`config.mk`:
```
export PLATFORM = sky130hd
export DESIGN_NAME = acc_alu
export DESIGN_NICKNAME = d
export VERILOG_FILES = /design/src/rtl/alu_pkg.sv /design/src/rtl/alu_addsub.sv /design/src/rtl/alu_divider.sv /design/src/rtl/alu_decadj.sv /design/src/rtl/alu_logic.sv /design/src/rtl/acc_alu.sv
export SDC_FILE = /design/constraint.sdc
export NUM_CORES = 1
export LEC_CHECK = 0
export ABC_AREA = 1
export BUFFER_PORTS_ARGS = -buffer_cell sky130_fd_sc_hd__buf_2
export CAP_MARGIN = 0
export CORE_UTILIZATION = 53
export CTS_CLUSTER_DIAMETER = 100
export DETAILED_ROUTE_END_ITERATION = 7
export HOLD_SLACK_MARGIN = 0.1
export PLACE_DENSITY_LB_ADDON = 0.2
export SLEW_MARGIN = 15
export SYNTH_ARGS = -nofsm -noshare
export SYNTH_HDL_FRONTEND = slang
export SYNTH_SLANG_ARGS = --single-unit
```
`constraint.sdc`:
```
create_clock -name clk -period 39.7 [get_ports clk]
set_input_delay 9.925 -clock clk [delete_from_list [all_inputs] [get_ports clk]]
set_output_delay 9.925 -clock clk [all_outputs]
set_load 0.05 [all_outputs]
```
`src/rtl/alu_pkg.sv`:
```
`timescale 1ns/1ps
package alu_pkg;

    localparam int DATA_W = 8;
    localparam int OP_W   = 5;

    typedef enum logic [OP_W-1:0] {
        OP_ADD  = 5'd0,
        OP_ADDC = 5'd1,
        OP_SUBB = 5'd2,
        OP_INC  = 5'd3,
        OP_DEC  = 5'd4,
        OP_CMP  = 5'd5,
        OP_MUL  = 5'd6,
        OP_DIV  = 5'd7,
        OP_DADJ = 5'd8,
        OP_AND  = 5'd9,
        OP_OR   = 5'd10,
        OP_XOR  = 5'd11,
        OP_CPL  = 5'd12,
        OP_RL   = 5'd13,
        OP_RLC  = 5'd14,
        OP_RR   = 5'd15,
        OP_RRC  = 5'd16,
        OP_SWAP = 5'd17
    } alu_op_e;

    typedef struct packed {
        logic cy;
        logic ac;
        logic ov;
    } alu_flags_t;

    // Operations handled by the bitwise/rotate unit
    function automatic logic is_bitwise(alu_op_e op);
        case (op)
            OP_AND, OP_OR, OP_XOR, OP_CPL,
            OP_RL, OP_RLC, OP_RR, OP_RRC, OP_SWAP: return 1'b1;
            default:                               return 1'b0;
        endcase
    endfunction

    // Operations handled by the shared adder
    function automatic logic is_addsub(alu_op_e op);
        return (op == OP_ADD) || (op == OP_ADDC) || (op == OP_SUBB);
    endfunction

endpackage

```
`src/rtl/alu_addsub.sv`:
```
`timescale 1ns/1ps
module alu_addsub #(
    parameter int WIDTH = 8
) (
    input  logic [WIDTH-1:0] a,
    input  logic [WIDTH-1:0] b,
    input  logic             cin,
    input  logic             sub,
    output logic [WIDTH-1:0] sum,
    output logic             cout,
    output logic             acout,
    output logic             ovout
);
    localparam int NIB = WIDTH / 2;

    logic [WIDTH-1:0] b_eff;
    logic             c_eff;
    logic [NIB:0]     low_part;
    logic [WIDTH-NIB:0] high_part;

    // Subtraction as a + ~b + ~borrow; borrows are inverted carries
    always_comb begin
        b_eff     = sub ? ~b : b;
        c_eff     = sub ? ~cin : cin;
        low_part  = {1'b0, a[NIB-1:0]} + {1'b0, b_eff[NIB-1:0]} + {{NIB{1'b0}}, c_eff};
        high_part = {1'b0, a[WIDTH-1:NIB]} + {1'b0, b_eff[WIDTH-1:NIB]}
                  + {{(WIDTH-NIB){1'b0}}, low_part[NIB]};
        sum       = {high_part[WIDTH-NIB-1:0], low_part[NIB-1:0]};
        cout      = sub ? ~high_part[WIDTH-NIB] : high_part[WIDTH-NIB];
        acout     = sub ? ~low_part[NIB] : low_part[NIB];
        ovout     = (a[WIDTH-1] == b_eff[WIDTH-1]) && (sum[WIDTH-1] != a[WIDTH-1]);
    end

endmodule

```
`src/rtl/alu_divider.sv`:
```
`timescale 1ns/1ps
module alu_divider #(
    parameter int WIDTH = 8
) (
    input  logic [WIDTH-1:0] dividend,
    input  logic [WIDTH-1:0] divisor,
    output logic [WIDTH-1:0] quot,
    output logic [WIDTH-1:0] rem
);
    logic [WIDTH:0] part;
    logic [WIDTH:0] trial;

    // Restoring division, one compare-subtract per quotient bit.
    // A zero divisor never borrows: quotient all ones, remainder = dividend.
    always_comb begin
        part  = '0;
        trial = '0;
        quot  = '0;
        for (int k = WIDTH - 1; k >= 0; k--) begin
            part  = {part[WIDTH-1:0], dividend[k]};
            trial = part - {1'b0, divisor};
            if (!trial[WIDTH]) begin
                part    = trial;
                quot[k] = 1'b1;
            end
        end
        rem = part[WIDTH-1:0];
    end

endmodule

```
`src/rtl/alu_decadj.sv`:
```
`timescale 1ns/1ps
module alu_decadj #(
    parameter int WIDTH = 8
) (
    input  logic [WIDTH-1:0] a,
    input  logic             cy_in,
    input  logic             ac_in,
    output logic [WIDTH-1:0] res,
    output logic             cy_out
);
    localparam int NIB = WIDTH / 2;
    localparam logic [WIDTH:0] LO_FIX = (WIDTH+1)'(6);
    localparam logic [WIDTH:0] HI_FIX = (WIDTH+1)'(6 << NIB);
    localparam logic [NIB-1:0] DIGIT_MAX = NIB'(9);

    logic           need_lo, need_hi;
    logic [WIDTH:0] step1, step2;
    logic [WIDTH-1:0] mid;

    always_comb begin
        need_lo = (a[NIB-1:0] > DIGIT_MAX) || ac_in;
        step1   = {1'b0, a} + (need_lo ? LO_FIX : '0);
        mid     = step1[WIDTH-1:0];
        need_hi = (mid[WIDTH-1:NIB] > DIGIT_MAX) || cy_in || step1[WIDTH];
        step2   = {1'b0, mid} + (need_hi ? HI_FIX : '0);
        res     = step2[WIDTH-1:0];
        cy_out  = cy_in | step1[WIDTH] | step2[WIDTH];
    end

endmodule

```
`src/rtl/alu_logic.sv`:
```
`timescale 1ns/1ps
module alu_logic
    import alu_pkg::*;
#(
    parameter int WIDTH = 8
) (
    input  alu_op_e          op,
    input  logic [WIDTH-1:0] a,
    input  logic [WIDTH-1:0] b,
    input  logic             cy_in,
    output logic [WIDTH-1:0] res,
    output logic             cy_out
);
    localparam int NIB = WIDTH / 2;

    always_comb begin
        res    = a;
        cy_out = cy_in;
        case (op)
            OP_AND:  res = a & b;
            OP_OR:   res = a | b;
            OP_XOR:  res = a ^ b;
            OP_CPL:  res = ~a;
            OP_RL:   res = {a[WIDTH-2:0], a[WIDTH-1]};
            OP_RR:   res = {a[0], a[WIDTH-1:1]};
            OP_RLC: begin
                res    = {a[WIDTH-2:0], cy_in};
                cy_out = a[WIDTH-1];
            end
            OP_RRC: begin
                res    = {cy_in, a[WIDTH-1:1]};
                cy_out = a[0];
            end
            OP_SWAP: res = {a[NIB-1:0], a[WIDTH-1:NIB]};
            default: ;
        endcase
    end

endmodule

```
`src/rtl/acc_alu.sv`:
```
`timescale 1ns/1ps
module acc_alu
    import alu_pkg::*;
#(
    parameter int WIDTH = DATA_W
) (
    input  logic             clk,
    input  logic             rst,
    input  logic             op_valid,
    input  logic [OP_W-1:0]  op_sel,
    input  logic [WIDTH-1:0] opnd_a,
    input  logic [WIDTH-1:0] opnd_b,
    output logic [WIDTH-1:0] res_lo,
    output logic [WIDTH-1:0] res_hi,
    output logic             flag_cy,
    output logic             flag_ac,
    output logic             flag_ov,
    output logic             flag_par
);
    localparam int PW = 2 * WIDTH;

    alu_op_e    op;
    alu_flags_t fl_q, fl_d;
    logic [WIDTH-1:0] lo_q, hi_q, lo_d, hi_d;

    logic [WIDTH-1:0] as_sum, dv_quot, dv_rem, da_res, lg_res;
    logic             as_cy, as_ac, as_ov, da_cy, lg_cy;
    logic [PW-1:0]    prod;

    assign op = alu_op_e'(op_sel);

    alu_addsub #(.WIDTH(WIDTH)) u_addsub (
        .a     (opnd_a),
        .b     (opnd_b),
        .cin   ((op == OP_ADD) ? 1'b0 : fl_q.cy),
        .sub   (op == OP_SUBB),
        .sum   (as_sum),
        .cout  (as_cy),
        .acout (as_ac),
        .ovout (as_ov)
    );

    alu_divider #(.WIDTH(WIDTH)) u_div (
        .dividend (opnd_a),
        .divisor  (opnd_b),
        .quot     (dv_quot),
        .rem      (dv_rem)
    );

    alu_decadj #(.WIDTH(WIDTH)) u_dadj (
        .a      (opnd_a),
        .cy_in  (fl_q.cy),
        .ac_in  (fl_q.ac),
        .res    (da_res),
        .cy_out (da_cy)
    );

    alu_logic #(.WIDTH(WIDTH)) u_logic (
        .op     (op),
        .a      (opnd_a),
        .b      (opnd_b),
        .cy_in  (fl_q.cy),
        .res    (lg_res),
        .cy_out (lg_cy)
    );

    assign prod = PW'(opnd_a) * PW'(opnd_b);

    // Next-state selection; unlisted codes hold everything
    always_comb begin
        lo_d = lo_q;
        hi_d = hi_q;
        fl_d = fl_q;
        if (is_addsub(op)) begin
            lo_d    = as_sum;
            fl_d.cy = as_cy;
            fl_d.ac = as_ac;
            fl_d.ov = as_ov;
        end else if (is_bitwise(op)) begin
            lo_d    = lg_res;
            fl_d.cy = lg_cy;
        end else begin
            case (op)
                OP_INC: lo_d = opnd_a + WIDTH'(1);
                OP_DEC: lo_d = opnd_a - WIDTH'(1);
                OP_CMP: fl_d.cy = (opnd_a < opnd_b);
                OP_MUL: begin
                    lo_d    = prod[WIDTH-1:0];
                    hi_d    = prod[PW-1:WIDTH];
                    fl_d.cy = 1'b0;
                    fl_d.ov = |prod[PW-1:WIDTH];
                end
                OP_DIV: begin
                    lo_d    = dv_quot;
                    hi_d    = dv_rem;
                    fl_d.cy = 1'b0;
                    fl_d.ov = (opnd_b == '0);
                end
                OP_DADJ: begin
                    lo_d    = da_res;
                    fl_d.cy = da_cy;
                end
                default: ;
            endcase
        end
    end

    always_ff @(posedge clk) begin
        if (rst) begin
            lo_q <= '0;
            hi_q <= '0;
            fl_q <= '0;
        end else if (op_valid) begin
            lo_q <= lo_d;
            hi_q <= hi_d;
            fl_q <= fl_d;
        end
    end

    assign res_lo   = lo_q;
    assign res_hi   = hi_q;
    assign flag_cy  = fl_q.cy;
    assign flag_ac  = fl_q.ac;
    assign flag_ov  = fl_q.ov;
    assign flag_par = ^lo_q;

endmodule

```
==> impl_metrics.py <==
metrics = {
    "outcome": {
        "status": "complete, no violations",
    },
    "grt": {
        "grt_max_degree": 19,
        "grt_pass1_wl_um": 38700,
        "antenna_found_initial": 0,
        "grt_overflow": 0,
        "grt_usage": 0.301,
        "grt_pass1_vias": 7604,
    },
    "yosys": {
        "synth_area_leader_cell": "ha_1",
        "synth_most_common_cell": "nand2_1",
        "synthDistinctLibCells": 56,
        "ys.flop_type": "dfxtp_1",
        "syn_area_um2": 8270,
        "synth_cells": 1217,
        "ys_top_cells_by_area": "ha_1, fa_1, nand2_1",
        "syn_area_per_cell_um2": 6.79,
        "async_flop_share": 0,
        "synth_top_area_share": 0.212,
        "ys_ff_latch": 19,
        "ys_seq_area_frac": 0.0460,
        "synth_common_cells": "nand2_1, inv_1, ha_1, nor2_1, a21oi_1",
        "synth_edf_count": 0,
        "ys.warnings.count": 0,
    },
    "die": {
        "io-pin-count": 44,
        "start_util": 0.544,
        "die_x_um": 127,
        "dieArea_um2": 16100,
        "die_y_um": 127,
        "placeableCoreArea_um2": 15200,
        "num_rows": 45,
    },
    "sta": {
        "fmaxAchievable_ghz": 0.0410,
        "final_max_slew_viol_count": 0,
        "fin_crit_ns": 24.40,
        "final.setup.tns_ns": 0,
        "setup_viol": 0,
        "tightestPinTransition_ns": 0.898,
        "clock_skew_ns": 0.00163,
        "layout_setup_ws_ns": 15.30,
        "slew_headroom": 0.386,
        "rsz0062_at_grt": "no",
        "hold_viol": 0,
        "final.period_utilization": 0.615,
    },
    "placement": {
        "dp_cells": 1426,
        "place_hpwl_um": 18900,
        "finalWeightedCongestion": 1.00,
        "dp_slack_ns": 15.16,
        "portBuffers": 43,
    },
    "cts": {
        "cts-root-buf": "clkbuf_16",
        "clockBufferDepth": 2,
        "cts_buffers": 3,
        "worstSkewPairLatency_ns": 0.25,
        "cts_setup_buffers": 0,
        "cts.sinks": 19,
        "cts_max_level": 1,
        "clk_pin_slew_ns": 0.05,
        "cts-hold-fix-buffers": 0,
        "cts_tree": "yes",
        "cts_resized": 0,
    },
    "finish": {
        "multiInputGateArea_um2": 6890,
        "regArea_um2": 380,
        "nFillCells": 1486,
        "syn_to_final_growth_pct": 4.68,
        "n_antenna_cell": 0,
        "utilization": 0.569,
        "final_nets": 1457,
        "drive_gt1_frac": 0.0910,
        "layout.cells.non_filler": 1430,
    },
    "critical_path": {
        "crit_top_cell": "nand2_1",
        "required_ns": 39.88,
        "critical_path_arrival_ns": 24.57,
        "slowest_delay_ns": 0.47,
        "critPathKind": "input pin to register",
        "critical-path-slowest-cell": "fa_1",
        "worstPathMaxFanout": 18,
        "end_kind": "register",
        "ff2ff_path_depth": 19,
        "critPathLaunchType": "input pin",
    },
    "routing": {
        "drc_errors": 0,
        "avgRoutedWirePerCell_um": 16.4,
        "dr_total_vias": 7950,
        "final_antenna_net_count": 0,
        "avgViaCountPerCell": 5.56,
        "routed_wl_um": 23400,
        "dr.pass1.iters": 5,
        "drt-initial-drc-count": 601,
    },
    "flow_run": {
        "drv_cap": 0,
    },
    "min_path": {
        "whs_path_depth": 2,
        "hold_path.class": "register to register",
    },
}
## worst max-delay path: cells and delay by family
| kind | cells | cell delay (ns) |
|---|---|---|
| AND/OR/NAND/NOR | 49 | 5.55 |
| AO/OA/AOI/OAI | 23 | 4.10 |
| adder cells (fa/ha/maj) | 9 | 3.27 |
| buffers and inverters | 15 | 1.69 |
## path summary, 6_finish.rpt
check / slack (ns) / start / end
worst max-delay path: 15.30 / opnd_a[7] / res_lo[0]
worst min-delay path: 0.47 / res_hi[5] / res_hi[5]
worst max register to register: 35.73 / flag_ac / res_lo[7]
worst min register to register: 0.47 / res_hi[5] / res_hi[5]
## per-stage QoR
step / area [µm²] / hold slack (ns)
floorplan: 8270 / 0.680
global placement: 8570 / 0.469
detailed placement: 8570 / 0.471
CTS: 8650 / 0.478
global route: 8650 / 0.496
finish: 8650 / 0.475
## logic make-up (layout without fill, tap and decap cells)
logic type / count (synthesis) / in the layout / share of synthesized area
AOI/OAI and AO/OA: 244 / 244 / 0.172
xor gates and xnor gates: 76 / 76 / 0.0805
adders and majority gates: 190 / 190 / 0.333
buffers and inverters: 246 / 269 / 0.121
DFF: 19 / 19 / 0.0460
other: 1 / 3 / 0.000454
and+or+nand+nor: 441 / 441 / 0.248
## registers in the layout, summed over array words and instances, names as in the netlist
| register | cells |
|---|---|
| flag_cy | 1 |
| res_hi | 8 |
| flag_ov | 1 |
| flag_ac | 1 |
| res_lo | 8 |
## layout make-up
cell class              count  area share
clock inverters             1    0.000578
clock buffers               3     0.00868
well taps                 188      0.0272
repair buffers             45      0.0266
inverters                 220      0.0962
multi-input cells         954       0.797
flip-flops and latches     19      0.0440
## cell usage in the layout, fill, tap and decap left out, types with 7 or more instances in the layout
cell,instances
dfxtp_1,19
a221oi_1,7
nor3_1,8
nor2_1,93
nand2_4,10
nand3_2,14
a21oi_1,85
o21ai_0,73
inv_1,210
fa_1,50
a31oi_1,8
ha_1,140
nand3b_1,9
o21bai_1,9
xor2_1,53
nand2_1,227
o21ai_1,15
or2_2,7
xnor2_1,23
nand2_2,12
buf_2,43
nand3_1,48
## metal layers
layer | vias to the layer above | part of all wire | track usage | routed length [µm]
met1 | 3630 | 0.45 | 0.400 | 10500
met3 | 53 | 0.061 | 0.0240 | 1430
met2 | 266 | 0.45 | 0.513 | 10600
met5 | - | 0 | 0 | 0
met4 | 0 | 0.039 | 0.104 | 913
li1 | 4001 | - | - | -
Power is left out: the tool's default activity adds up to more than one toggle a clock period on the data nets, which glitch-free logic cannot reach.
